## src/rtl/linkPwrPkg.sv

```systemverilog
package linkPwrPkg;

  localparam int CORE_LSB = 0;
  localparam int LINK_LSB = 2;
  localparam int PIN_STBY_BIT = 4;
  localparam int PIN_GATE_BIT = 5;
  localparam int CFG_W = 6;

  // ordered by depth so a plain compare picks the deeper request
  typedef enum logic [1:0] {
    LVL_RUN  = 2'd0,
    LVL_STBY = 2'd1,
    LVL_DOWN = 2'd2
  } pwrLvl_e;

  typedef enum logic [2:0] {
    SQ_RUN   = 3'd0,
    SQ_ENTER = 3'd1,
    SQ_LOW   = 3'd2,
    SQ_EXIT  = 3'd3
  } seqState_e;

  typedef struct packed {
    logic pllOn;
    logic serOn;
    logic clkOn;
    logic rstOn;
  } seqStrobe_t;

  function automatic pwrLvl_e lvlOf(input logic [1:0] code);
    case (code)
      2'b01:   return LVL_DOWN;
      2'b10:   return LVL_STBY;
      default: return LVL_RUN;
    endcase
  endfunction

  function automatic pwrLvl_e deeperOf(input pwrLvl_e a, input pwrLvl_e b);
    return (a > b) ? a : b;
  endfunction

endpackage

```

## src/rtl/linkPwrData.sv

```systemverilog
module linkPwrData
  import linkPwrPkg::*;
#(
  parameter int ADDR_W = 8,
  parameter int DATA_W = 8,
  parameter logic [ADDR_W-1:0] PWR_ADDR = 8'h08
) (
  input  logic              clk,
  input  logic              rstN,
  input  logic              wrEn,
  input  logic [ADDR_W-1:0] wrAddr,
  input  logic [DATA_W-1:0] wrData,
  input  logic              pdPin,
  input  seqStrobe_t        strobe,
  output pwrLvl_e           tgtLvl,
  output logic              pllEn,
  output logic              serEn,
  output logic              linkClkEn,
  output logic              linkRst,
  output logic              coreRun,
  output logic              coreStandby
);

  logic [CFG_W-1:0] cfgReg;
  logic             hitWr;
  pwrLvl_e          regLvl;
  pwrLvl_e          pinLvl;
  pwrLvl_e          coreLvl;
  logic             pinArmed;

  assign hitWr = wrEn && (wrAddr == PWR_ADDR);

  always_ff @(posedge clk) begin
    if (!rstN) begin
      cfgReg <= '0;
    end else if (hitWr) begin
      cfgReg <= wrData[CFG_W-1:0];
    end
  end

  always_comb begin
    pinArmed = pdPin && cfgReg[PIN_STBY_BIT] && cfgReg[PIN_GATE_BIT];
    regLvl   = lvlOf(cfgReg[LINK_LSB +: 2]);
    pinLvl   = pinArmed ? LVL_STBY : LVL_RUN;
    tgtLvl   = deeperOf(regLvl, pinLvl);
    coreLvl  = lvlOf(cfgReg[CORE_LSB +: 2]);
  end

  assign pllEn       = strobe.pllOn;
  assign serEn       = strobe.serOn;
  assign linkClkEn   = strobe.clkOn;
  assign linkRst     = strobe.rstOn;
  assign coreRun     = (coreLvl == LVL_RUN);
  assign coreStandby = (coreLvl == LVL_STBY);


  pll_off_quiet_chk: assert property (@(posedge clk) disable iff (!rstN)
    !pllEn |-> (!linkClkEn && linkRst && !serEn));


  core_excl_chk: assert property (@(posedge clk) disable iff (!rstN)
    !(coreRun && coreStandby));

endmodule

```

## src/rtl/linkPwrSeq.sv

```systemverilog
module linkPwrSeq
  import linkPwrPkg::*;
#(
  parameter int RST_HOLD = 2,
  localparam int CNT_W = (RST_HOLD > 1) ? $clog2(RST_HOLD) : 1
) (
  input  logic       clk,
  input  logic       rstN,
  input  pwrLvl_e    tgtLvl,
  input  logic       pllReady,
  output seqStrobe_t strobe
);

  seqState_e  seqState;
  pwrLvl_e    lowLvl;
  logic [CNT_W-1:0] holdCnt;
  logic       pllWait;
  logic       inDown;

  assign inDown = (seqState == SQ_LOW) && (lowLvl == LVL_DOWN);

  always_ff @(posedge clk) begin
    if (!rstN) begin
      seqState <= SQ_LOW;
      lowLvl   <= LVL_DOWN;
      holdCnt  <= '0;
    end else begin
      case (seqState)
        SQ_RUN: begin
          if (tgtLvl != LVL_RUN) begin
            seqState <= SQ_ENTER;
            lowLvl   <= tgtLvl;
          end
        end
        SQ_ENTER: begin
          seqState <= SQ_LOW;
          if (tgtLvl != LVL_RUN) lowLvl <= tgtLvl;
        end
        SQ_LOW: begin
          if (tgtLvl == LVL_RUN) begin
            seqState <= SQ_EXIT;
            holdCnt  <= '0;
          end else begin
            lowLvl <= tgtLvl;
          end
        end
        SQ_EXIT: begin
          if (holdCnt == CNT_W'(RST_HOLD - 1)) seqState <= SQ_RUN;
          else holdCnt <= holdCnt + 1'b1;
        end
        default: seqState <= SQ_LOW;
      endcase
    end
  end

  always_ff @(posedge clk) begin
    if (!rstN) pllWait <= 1'b1;
    else if (inDown) pllWait <= 1'b1;
    else if (pllReady) pllWait <= 1'b0;
  end

  always_comb begin
    strobe.clkOn = (seqState != SQ_LOW);
    strobe.rstOn = (seqState != SQ_RUN);
    strobe.pllOn = !inDown;
    strobe.serOn = (seqState == SQ_RUN) && !pllWait;
  end


  rst_before_gate_chk: assert property (@(posedge clk) disable iff (!rstN)
    $fell(strobe.clkOn) |-> $past(strobe.rstOn));


  gate_before_release_chk: assert property (@(posedge clk) disable iff (!rstN)
    $fell(strobe.rstOn) |-> ($past(strobe.clkOn) && strobe.clkOn));


  ser_needs_live_link_chk: assert property (@(posedge clk) disable iff (!rstN)
    strobe.serOn |-> (strobe.clkOn && !strobe.rstOn));


  ser_after_pll_chk: assert property (@(posedge clk) disable iff (!rstN)
    $rose(strobe.pllOn) |-> !strobe.serOn);

endmodule

```

## src/rtl/linkPwrCtl.sv

```systemverilog
module linkPwrCtl
  import linkPwrPkg::*;
#(
  parameter int ADDR_W = 8,
  parameter logic [ADDR_W-1:0] PWR_ADDR = 8'h08,
  parameter int RST_HOLD = 2
) (
  input  logic              clk,
  input  logic              rstN,
  input  logic              wrEn,
  input  logic [ADDR_W-1:0] wrAddr,
  input  logic [7:0]        wrData,
  input  logic              pdPin,
  input  logic              pllReady,
  output logic              pllEn,
  output logic              serEn,
  output logic              linkClkEn,
  output logic              linkRst,
  output logic              coreRun,
  output logic              coreStandby
);

  seqStrobe_t strobe;
  pwrLvl_e    tgtLvl;

  linkPwrData #(
    .ADDR_W(ADDR_W),
    .DATA_W(8),
    .PWR_ADDR(PWR_ADDR)
  ) uData (
    .clk(clk),
    .rstN(rstN),
    .wrEn(wrEn),
    .wrAddr(wrAddr),
    .wrData(wrData),
    .pdPin(pdPin),
    .strobe(strobe),
    .tgtLvl(tgtLvl),
    .pllEn(pllEn),
    .serEn(serEn),
    .linkClkEn(linkClkEn),
    .linkRst(linkRst),
    .coreRun(coreRun),
    .coreStandby(coreStandby)
  );

  linkPwrSeq #(
    .RST_HOLD(RST_HOLD)
  ) uSeq (
    .clk(clk),
    .rstN(rstN),
    .tgtLvl(tgtLvl),
    .pllReady(pllReady),
    .strobe(strobe)
  );

endmodule

```

## config.mk

```make
export PLATFORM = sky130hd
export DESIGN_NAME = linkPwrCtl
export DESIGN_NICKNAME = d
export VERILOG_FILES = /design/src/rtl/linkPwrPkg.sv /design/src/rtl/linkPwrData.sv /design/src/rtl/linkPwrSeq.sv /design/src/rtl/linkPwrCtl.sv
export SDC_FILE = /design/constraint.sdc
export NUM_CORES = 1
export LEC_CHECK = 0
export BUFFER_PORTS_ARGS = -buffer_cell sky130_fd_sc_hd__buf_2
export CAP_MARGIN = 20
export CORE_MARGIN = 1.5
export CORE_UTILIZATION = 49
export DETAILED_ROUTE_END_ITERATION = 8
export PLACE_DENSITY = 0.81
export SLEW_MARGIN = 15
export SYNTH_ARGS = -nofsm -noshare
export SYNTH_HDL_FRONTEND = slang
export SYNTH_SLANG_ARGS = --single-unit
```

## constraint.sdc

```tcl
create_clock -name clk -period 4.6 [get_ports clk]
set_input_delay 0.69 -clock clk [delete_from_list [all_inputs] [get_ports clk]]
set_output_delay 0.69 -clock clk [all_outputs]
set_load 0.005 [all_outputs]
```

Word level (Yosys, flattened, before mapping) --
Index checks and enable logic that the tools add are counted.
Storage, ports and cells: output and inout bits 6, register bits 13, input bits 21, word-level logic and storage cells 57
Operators by class: eq/ne operators 16, muxes and demuxes 14, bitwise logic cells 1, reduce and logical (&&, ||, !) cells 19, $lt $le $gt $ge 1, add/sub/neg operators 1
Operators with widths (number):
- $pmux W2 S2 | 3
- $mux W3 | 3
- $pmux W3 S3 | 1
- $eq A8 B4 Y1 const B | 1
- $eq A2 B1 Y1 const B | 3
- $eq A2 B2 Y1 const B | 3
- $eq A3 B2 Y1 const B | 2
- $mux W2 | 3
- $ne A2 B1 Y1 const B | 3
- $reduce_and A3 Y1 | 2
- $reduce_bool A2 Y1 | 3
- $logic_and A1 B1 Y1 | 5
- $logic_not A2 Y1 | 2
- $ne A2 B2 Y1 const B | 2
- $reduce_or A2 Y1 | 2
- $eq A3 B1 Y1 const B | 1
- $logic_not A3 Y1 | 1
- $mux W1 | 3
- $ne A3 B2 Y1 const B | 1
- $reduce_bool A3 Y1 | 1
- $gt A2 B2 Y1 | 1
- $logic_not A1 Y1 | 2
- $pmux W1 S2 | 1
- $reduce_and A2 Y1 | 1
- other kinds (2) | 2

Logic depth before layout (Yosys ltp) --
Gate-level depths: netlist of run 1.
depth after elaboration 8, depth in mapped cells 6, gate-level depth less buffers 6

Cells and area by module --
Synthesis of run 1 repeated with hierarchy kept, for this count alone.
Unflattened totals: cells, all modules 84, area total of the unflattened synthesis 725.7 sq um
Modules (own cells, without submodules):
- linkPwrData | cells each 42, sequential area each 120.1 sq um, instances 1, area an instance 366.6 sq um
- linkPwrSeq | cells each 42, sequential area each 120.1 sq um, instances 1, area an instance 359.1 sq um

Worst setup path after synthesis of run 1 --
OpenSTA, ideal clock, no wires.
kind in2reg, start input pdPin, end register uSeq.seqState[0], path buffers 0, cell stages on the path 5, required time 4.526 ns, arrival 2.145 ns, setup time 0.074 ns, slack 2.381 ns, path through and3_1 -> ha_1 -> o311a_4 -> or4_1 -> a31oi_1
Between the ends: longest elaborated chain between the ends 8, elaborated cells on any way between the ends 10, those cells by class 1 x order compare; 2 x eq/ne; 2 x mux; 5 x reduce/logical
RTL lines:
- start: declaration | RTL line linkPwrCtl.sv:13 | input logic pdPin,
- $logic_and A1 B1 Y1 * (2 in series) | RTL line linkPwrData.sv:42 | pinArmed = pdPin && cfgReg[PIN_STBY_BIT] && cfgReg[PIN_GATE_BIT];
- $mux W1 * | RTL line linkPwrData.sv:44 | pinLvl = pinArmed ? LVL_STBY : LVL_RUN;
- $gt A2 B2 Y1 | RTL line linkPwrPkg.sv:39 | return (a > b) ? a : b;
- $mux W2 * | RTL line linkPwrPkg.sv:39
- $reduce_bool A2 Y1 / $logic_not A2 Y1 (equally long branches) | RTL line linkPwrSeq.sv:30, linkPwrSeq.sv:40
- $ne A2 B1 Y1 (no source line) / $ne A2 B2 Y1 (equally long branches)
- $reduce_and A3 Y1 (no source line) *
- end signal: assignment | RTL line linkPwrSeq.sv:31 | seqState <= SQ_ENTER;
- end signal: assignment | RTL line linkPwrSeq.sv:36 | seqState <= SQ_LOW;
- end signal: assignment | RTL line linkPwrSeq.sv:41 | seqState <= SQ_EXIT;
- end: declaration | RTL line linkPwrSeq.sv:14 | seqState_e seqState;
Every way passes the cells marked *; elsewhere a longest branch is shown, timed or not. A chain may end at the register's enable or synchronous reset.

Worst setup path after layout of run 1 --
start register uSeq.seqState[0], end output pllEn
Between the ends: longest elaborated chain between the ends 3
RTL lines:
- start signal: assignment | RTL line linkPwrSeq.sv:24 | seqState <= SQ_LOW;
- start signal: assignment | RTL line linkPwrSeq.sv:31
- start signal: assignment | RTL line linkPwrSeq.sv:36
- $eq A3 B2 Y1 | RTL line linkPwrSeq.sv:20 | assign inDown = (seqState == SQ_LOW) && (lowLvl == LVL_DOWN);
- $logic_and A1 B1 Y1 | RTL line linkPwrSeq.sv:20
- $logic_not A1 Y1 | RTL line linkPwrSeq.sv:65 | strobe.pllOn = !inDown;
- end: declaration | RTL line linkPwrCtl.sv:15 | output logic pllEn,
No other way between the ends.

==> flow_summary.ini, run 1 <==
[outcome]
status = finished clean

[clocking]
cts_made_buffers = 3
cts_hold_buf = 0
cts_resized = 0
cts_tree = done
cts-root-buf = clkbuf_4
clkSlewWorstSetupHoldPaths_ns = 0.08
clock_sinks = 12
htreeDepth = 1
worst_skew_pair.late_latency_ns = 0.27
cts.path.max_buffers = 2
cts_setup_buffers = 0

[power_and_ir_drop]
ir_worst_vdd_v = 0.000281
static-leakage-power_nw = 0.442
p_per_area_nw_per_um2 = 432

[timing]
period_minus_slack_ns = 2.22
finalSetupViolCount = 0
slew_headroom_pct = 72.2
worst_pin_slew_ns = 0.415
hold_viol_final = 0
setup_ws_ns = 2.38
fmax_ghz = 0.451
drv_slew = 0
skew_ns = 0.00242
finalSetupTns_ns = 0
rsz0062_at_grt = no
fin_crit_sh_pct = 48.2

[floorplan]
die-area_sq_um = 1630
coreArea_sq_um = 1300
io_pins = 27
fp.dieH_um = 40.4
rows = 13
die_w_um = 40.4
start_util_pct = 52.6

[hold_path]
worstHoldStart = uSeq.lowLvl[0]
whs_path_depth = 2
hp-class = reg2reg
worstHoldEndpoint = uSeq.lowLvl[0]

[cells_and_area]
nNetsFinal = 128
area_growth_pct = 23.6
fillers = 119
antenna_cells = 0
drive_above_1_share_pct = 31.0
final_util_pct = 65.0

[worst_setup_path]
crit_chain = inv_1 -> ha_1 -> inv_1 -> or3_1 -> buf_2
crit_arrival_ns = 1.53
cp_num_buf_inv = 3
crit_top_cell = inv_1
path_delay_family = flip-flops
crit_type = reg2out
r2r_setup_slack_ns = 2.66
critical_path.max_stage_delay_ns = 0.35
rr_worst_depth = 5
critPathSlowestCell = dfxtp_1
rr_startpoint = uData.cfgReg[2]
path_max_fanout = 6
cp.required_ns = 3.91
worst_setup_path_end_kind = output pin
cp-start-kind = flop
r2r-end = uSeq.seqState[0]
cp.depth = 5

[logic_synthesis]
synth_top_family_by_area = simple AND/OR/NAND/NOR gates
synthMuxAreaShare_pct = 11.7
post-synth-top-area-fraction_pct = 35.1
synth_fa_ha_area_share_pct = 11.0
synth_warnings = 0
synth_xor_area_share_pct = 0
yosysUniqueCellTypes = 27
synth_area_sq_um = 684
synthArstFlopShare_pct = 0
yosysTopAreaCell = dfxtp_1
yosys-top-cells-count = 13 x nor2_1, 12 x dfxtp_1, 8 x inv_1, 8 x mux2i_1, 6 x ha_1
synthesis.nets = 100
synth_most_common_cell = nor2_1
yosys.area_share.simple_pct = 21.4
synth_edf_count = 0
seq_area_frac_synth_pct = 35.1
avgSynthCellArea_sq_um = 9.38
ys_ff_latch = 12
syn_inst = 73
synth_area_leaders = dfxtp_1 35%, mux2i_1 12%, ha_1 11%
synth_flop_cell = dfxtp_1
synth_compound_area_share_pct = 14.4

[grt]
grt_usage_pct = 17.1
grt_pass1_wl_um = 1840
grt_overflow = 0
grt_max_degree = 12
grt_pass1_vias = 449
antenna_found_initial = 0

[placed_design]
port_buffers = 24
dpl_worst_slack_ns = 2.18
routabilityCongestion = 0.686
hpwl_um = 1030

[route]
avgRoutedWirePerCell_um = 11.1
totalWireLength_um = 1280
vias = 596
antenna_left = 0
via_per_inst = 5.18
first_pass_iters = 4
drt_iter0_markers = 7
route.detailed.drc = 0

[run]
maxCapViolCount = 0
## flip-flops by register name (all words and copies together) (netlist names)
signal,cells
uData.cfgReg,6
uSeq.holdCnt,1
uSeq.lowLvl,2
uSeq.pllWait,1
uSeq.seqState,2
## worst register-to-register path: stages (launching register included)
cell and delay, ns:
dfxtp_1 0.35, nand2b_4 0.16, ha_1 0.34, o311a_4 0.42, or4_1 0.47, a31oi_1 0.13
## where the power goes
| group | internal, mW | switching (mW) |
|---|---|---|
| clock | 0.0481 | 0.0371 |
| combinational | 0.0678 | 0.0787 |
| sequential | 0.121 | 0.0123 |
| total | 0.237 | 0.128 |
## cells by family (layout without fill, tap and decap cells)
group / count (synthesis) / in the layout
compound gates: 11 / 11
fa+ha+maj: 6 / 6
buf+inv: 9 / 36
flops: 12 / 12
mux: 8 / 8
simple gates: 27 / 27
## worst max path at each step
| stage | slack [ns] | startpoint | to |
|---|---|---|---|
| floorplan | 2.38 | pdPin | uSeq.seqState[0] |
| global placement | 2.23 | pdPin | uSeq.seqState[0] |
| detailed placement | 2.18 | pdPin | uSeq.seqState[0] |
| CTS | 2.40 | uSeq.seqState[0] | pllEn |
| global route | 2.29 | uSeq.seqState[0] | pllEn |
| finish | 2.38 | uSeq.seqState[0] | pllEn |
## placed cells by master (no fill, tap or decap), types with 2 or more instances in the layout
master    count
buf_2        24
nor2_1       13
dfxtp_1      12
inv_1         8
mux2i_1       8
ha_1          6
clkbuf_4      3
or3_1         2
o31ai_1       2
a21oi_1       2
nand3_1       2
## through the flow
step	hold WS (ns)	instance area [sq um]	std cells	power (mW)
finish	0.460	846	115	0.365
global route	0.498	846	115	0.392
CTS	0.461	846	115	0.368
detailed placement	0.450	810	111	0.283
global placement	0.446	810	111	0.277
floorplan	0.435	684	73	0.239
## cell type report
| cell class | count | area (sq um) | share of cell area [%] |
|---|---|---|---|
| Timing Repair Buffer | 24 | 120 | 14.2 |
| Sequential cell | 12 | 240 | 28.4 |
| Clock buffer | 4 | 36.3 | 4.29 |
| Inverter | 8 | 30.0 | 3.55 |
| Tap cell | 15 | 18.8 | 2.22 |
| Multi-Input combinational cell | 52 | 400 | 47.3 |
## per-layer routing
layer / up-vias / global-route usage (%) / wire length (um)
met1: 268 / 20.2 / 580
li1: 312 / - / -
met4: 0 / 10.0 / 27
met2: 12 / 27.4 / 620
met5: - / 0 / 0
met3: 4 / 4.44 / 49
Power figures use the tool's default switching activity.
==> inputs of run 2 (changes only) <==
--- a/config.mk
+++ b/config.mk
@@ -8,9 +8,9 @@
 export BUFFER_PORTS_ARGS = -buffer_cell sky130_fd_sc_hd__buf_2
 export CAP_MARGIN = 20
 export CORE_MARGIN = 1.5
-export CORE_UTILIZATION = 49
+export CORE_UTILIZATION = 46
 export DETAILED_ROUTE_END_ITERATION = 8
-export PLACE_DENSITY = 0.81
+export PLACE_DENSITY = 0.77
 export SLEW_MARGIN = 15
 export SYNTH_ARGS = -nofsm -noshare
 export SYNTH_HDL_FRONTEND = slang
==> constraint.sdc (replaced) <==
create_clock -name clk -period 2.22 [get_ports clk]
set_input_delay 0.333 -clock clk [delete_from_list [all_inputs] [get_ports clk]]
set_output_delay 0.333 -clock clk [all_outputs]
set_load 0.005 [all_outputs]
==> flow_summary.ini, run 2 (synthesized netlist as in run 1, its figures left out) <==
[timing]
fin_crit_sh_pct = 88.3
setup_ws_ns = 0.260
fmax_ghz = 0.510
drv_slew = 0
slew_headroom_pct = 72.0
period_minus_slack_ns = 1.96
hold_viol_final = 0
finalSetupTns_ns = 0
skew_ns = 0.00109
holdWs_ns = 0.270
rsz0062_at_grt = no
worst_pin_slew_ns = 0.417
finalSetupViolCount = 0

[grt]
grt_pass1_wl_um = 2270
grt_pass1_vias = 545
antenna_found_initial = 0
grt_max_degree = 12
grt_overflow = 0
grt_usage_pct = 17.2

[power_and_ir_drop]
pwr-share-comb_pct = 42.8
static-leakage-power_nw = 0.434
p_int_uw = 455
switchingPower_uw = 257
ir_worst_vdd_v = 0.000450
seqPwrFrac_pct = 38.7
sw_frac_of_total_pct = 36.1
p_per_area_nw_per_um2 = 856
p_clk_share_pct = 18.5

[placed_design]
hpwl_um = 1050
port_buffers = 24
dpl_worst_slack_ns = 0.170
routabilityCongestion = 0.725

[worst_setup_path]
r2r-end = uSeq.seqState[0]
cp.required_ns = 2.42
crit_start = uData.cfgReg[3]
crit_arrival_ns = 2.16
rr_worst_depth = 5
path_max_fanout = 6
cp-start-kind = flop
crit_type = reg2reg
worst_setup_path_end_kind = flop
rr_startpoint = uData.cfgReg[3]
r2r_setup_slack_ns = 0.26

[route]
vias = 620
via_per_inst = 5.44
avgRoutedWirePerCell_um = 11.6
antenna_left = 0
first_pass_iters = 4
drt_iter0_markers = 9
totalWireLength_um = 1320
route.detailed.drc = 0

[floorplan]
fp.dieH_um = 41.6
die-area_sq_um = 1730
rows = 13
io_pins = 27
coreArea_sq_um = 1350
die_w_um = 41.6
start_util_pct = 50.7

[cells_and_area]
antenna_cells = 0
drive_above_1_share_pct = 30.3
nNetsFinal = 128
top_regs = uData.cfgReg x6, uSeq.lowLvl x2, uSeq.seqState x2
fillers = 123
largest_register = uData.cfgReg
mostFrequentLayoutCells = 24 x buf_2, 13 x nor2_1, 12 x dfxtp_1
layout.cells.most_common = buf_2
area_growth_pct = 21.6
largest_register_ffs = 6

[clocking]
clock_sinks = 12
cts_setup_buffers = 0
cts-root-buf = clkbuf_4
cts_resized = 0
worst_skew_pair.late_latency_ns = 0.27
cts.path.max_buffers = 2
cts_made_buffers = 3
cts_hold_buf = 0
htreeDepth = 1
cts_tree = done
clkSlewWorstSetupHoldPaths_ns = 0.07

[hold_path]
worstHoldStart = rstN
hp-class = in2reg
worstHoldEndpoint = uSeq.pllWait
whs_path_depth = 2

[outcome]
status = finished clean

[run]
maxCapViolCount = 0
[run 2: cell types whose count changed in the layout (fill, tap and decap cells not counted), sizes merged]
| cell | delta |
|---|---|
| clkbuf | -1 |
[run 2: how the worst max path moves through the flow]
stage,cells past startpoint,end,slack (ns)
floorplan,5,uSeq.seqState[0],0.36
global placement,6,uSeq.seqState[0],0.20
detailed placement,6,uSeq.seqState[0],0.17
finish,5,uSeq.seqState[0],0.26
CTS,5,uSeq.seqState[0],0.27
global route,6,uSeq.seqState[1],0.17
[run 2: routing by layer]
| layer | vias up | track usage [%] | part of all wire (%) |
|---|---|---|---|
| met3 | 6 | 5.65 | 3.9 |
| met4 | 0 | 9.68 | 2.7 |
| met2 | 13 | 26.6 | 49 |
| met5 | - | 0 | 0 |
| li1 | 313 | - | - |
| met1 | 288 | 20.8 | 44 |
[run 2: final cells by class]
cell class              instances  area (sq um)  area share [%]
well taps                      15          18.8            2.26
flip-flops and latches         12           240            28.9
multi-input cells              52           400            48.1
inverters                       8          30.0            3.61
clock buffers                   3          22.5            2.71
repair buffers                 24           120            14.4
[run 2: power by group through the flow]
| stage | combinational, mW | sequential, mW | clock [mW] |
|---|---|---|---|
| after floorplan | 0.221 | 0.275 | 0 |
| after global placement | 0.294 | 0.280 | 0 |
| after detailed placement | 0.309 | 0.280 | 0 |
| after CTS | 0.309 | 0.276 | 0.137 |
| after global routing | 0.355 | 0.279 | 0.151 |
| final | 0.305 | 0.275 | 0.132 |
[run 2: per-stage QoR]
step / instance area [sq um] / total power [mW] / std cells / util (%)
2_1_floorplan: 684 / 0.496 / 73 / -
3_3_place_gp: 810 / 0.574 / 111 / 60.0
3_5_place_dp: 810 / 0.588 / 111 / 60.0
4_1_cts: 832 / 0.722 / 114 / 61.6
5_1_grt: 832 / 0.785 / 114 / 61.6
6_report: 832 / 0.712 / 114 / 61.6
[run 2: critical path, cell delays in order (launching register included)]
cell and delay, ns:
dfxtp_1 0.43, nand2b_4 0.08, ha_1 0.34, o311a_4 0.42
or4_1 0.48, a31oi_1 0.13
==> inputs of run 3 (changes only) <==
--- a/config.mk
+++ b/config.mk
@@ -8,9 +8,9 @@
 export BUFFER_PORTS_ARGS = -buffer_cell sky130_fd_sc_hd__buf_2
 export CAP_MARGIN = 20
 export CORE_MARGIN = 1.5
-export CORE_UTILIZATION = 46
+export CORE_UTILIZATION = 41
 export DETAILED_ROUTE_END_ITERATION = 8
-export PLACE_DENSITY = 0.77
+export PLACE_DENSITY_LB_ADDON = 0.1
 export SLEW_MARGIN = 15
 export SYNTH_ARGS = -nofsm -noshare
 export SYNTH_HDL_FRONTEND = slang
==> constraint.sdc (replaced) <==
create_clock -name clk -period 1.8 [get_ports clk]
set_input_delay 0.27 -clock clk [delete_from_list [all_inputs] [get_ports clk]]
set_output_delay 0.27 -clock clk [all_outputs]
set_load 0.005 [all_outputs]
==> flow_summary.ini, run 3 (synthesized netlist as in run 1, its figures left out) <==
[power_and_ir_drop]
p_per_area_nw_per_um2 = 1010
pwr-share-comb_pct = 41.8
seqPwrFrac_pct = 35.9
sw_frac_of_total_pct = 35.2
ir_worst_vdd_v = 0.000828
p_int_uw = 625
p_clk_share_pct = 22.3
static-leakage-power_nw = 0.483
power_uw = 965
switchingPower_uw = 340

[timing]
finalSetupViolCount = 0
rsz0062_at_grt = yes
hold_viol_final = 0
drv_slew = 0
skew_ns = 0.00879
fmax_ghz = 0.560
slew_headroom_pct = 77.3
holdWs_ns = 0.200
worst_pin_slew_ns = 0.340
period_minus_slack_ns = 1.79
fin_crit_sh_pct = 99.2

[clocking]
htreeDepth = 1
worst_skew_pair.late_latency_ns = 0.28
clkSlewWorstSetupHoldPaths_ns = 0.08
cts_tree = done
cts-root-buf = clkbuf_4
cts.path.max_buffers = 2
cts_made_buffers = 3
clock_sinks = 12
cts_setup_buffers = 0

[cells_and_area]
mostFrequentLayoutCells = 24 x buf_2, 13 x nor2_1, 10 x dfxtp_1
top_regs = uData.cfgReg x6, uSeq.lowLvl x2, uSeq.seqState x2
largest_register_ffs = 6
antenna_cells = 0
nNetsFinal = 136
layout.cells.most_common = buf_2
post_layout_nonfiller_instances = 124
fillers = 147
largest_register = uData.cfgReg
area_growth_pct = 39.5
drive_above_1_share_pct = 42.6
final_util_pct = 61.9

[grt]
antenna_found_initial = 0
grt_overflow = 0
grt_pass1_wl_um = 2500
grt_max_degree = 12
grt_pass1_vias = 631
grt_usage_pct = 17.7

[route]
via_per_inst = 5.06
first_pass_iters = 4
totalWireLength_um = 1390
avgRoutedWirePerCell_um = 11.2
antenna_left = 0
drt_iter0_markers = 9
route.detailed.drc = 0
vias = 627

[run]
maxCapViolCount = 0

[hold_path]
hp-class = in2reg

[floorplan]
fp.dieH_um = 43.9
rows = 14
start_util_pct = 44.4
die-area_sq_um = 1920
coreArea_sq_um = 1540
die_w_um = 43.9
io_pins = 27

[worst_setup_path]
cp-start-kind = flop
worst_setup_path_end_kind = flop
crit_arrival_ns = 2.00
cp.required_ns = 2.01
crit_type = reg2reg
path_max_fanout = 4

[placed_design]
place_inst = 120
port_buffers = 24
routabilityCongestion = 0.741
hpwl_um = 1070

[outcome]
status = finished clean
## run 3: changes by cell type in the layout (fill, tap and decap cells not counted), moves of 2 or more
cell,delta
buf_4,+8
dfxtp_2,+2
dfxtp_1,-2
ha_4,+2
ha_1,-2
## run 3: layer usage
layer  wire length (um)  global-route usage [%]  share of wire (%)
met5                  0                       0                  0
met4                  8                    1.82               0.58
met3                 80                    7.50                5.8
met2                658                    32.4                 48
met1                638                    19.4                 46
## run 3: power groups by stage
stage | logic, mW | clock network, mW | registers [mW]
2_1_floorplan | 0.273 | 0 | 0.339
3_3_place_gp | 0.369 | 0 | 0.346
3_5_place_dp | 0.377 | 0 | 0.346
4_1_cts | 0.381 | 0.221 | 0.341
5_1_grt | 0.456 | 0.228 | 0.351
6_report | 0.404 | 0.215 | 0.346
## run 3: path summary, 6_finish.rpt
check                        from                to  slack (ns)  cells past startpoint
setup / recovery  uData.cfgReg[5]  uSeq.seqState[0]        0.01                      5
hold / removal               rstN      uSeq.pllWait        0.20                      2
setup reg to reg  uData.cfgReg[5]  uSeq.seqState[0]        0.01                      5
hold reg to reg    uSeq.lowLvl[0]    uSeq.lowLvl[0]        0.47                      2
## run 3: worst max-delay path, stage by stage (launching register included)
cell and delay (ns):
dfxtp_2 0.32, and3_4 0.17, ha_4 0.25, o311a_4 0.34, or4_4 0.47, a31oi_1 0.16
## run 3: stage by stage
| stage | setup slack [ns] | TNS [ns] | instance area [sq um] |
|---|---|---|---|
| after floorplan | 0.0293 | 0 | 697 |
| after global placement | -0.0562 | -0.0562 | 883 |
| after detailed placement | -0.0925 | -0.104 | 883 |
| after CTS | 0.00975 | 0 | 930 |
| after global routing | -0.0459 | -0.0669 | 955 |
| final | 0.0146 | 0 | 955 |
## run 3: final cells by class
| cell class | count | area, sq um | area share, % |
|---|---|---|---|
| repair buffers | 32 | 180 | 18.9 |
| well taps | 16 | 20.0 | 2.10 |
| flip-flops and latches | 12 | 243 | 25.4 |
| multi-input cells | 52 | 445 | 46.7 |
| inverters | 8 | 30.0 | 3.15 |
| clock buffers | 4 | 36.3 | 3.80 |
## run 3: what timing repair did
| item | CTS | global route |
|---|---|---|
| setup endpoints to repair | 2 | 4 |
| pin swaps | 0 | 4 |
| hold buffers | 0 | 0 |
| resized for setup | 4 | 4 |
| gates cloned | 0 | 0 |
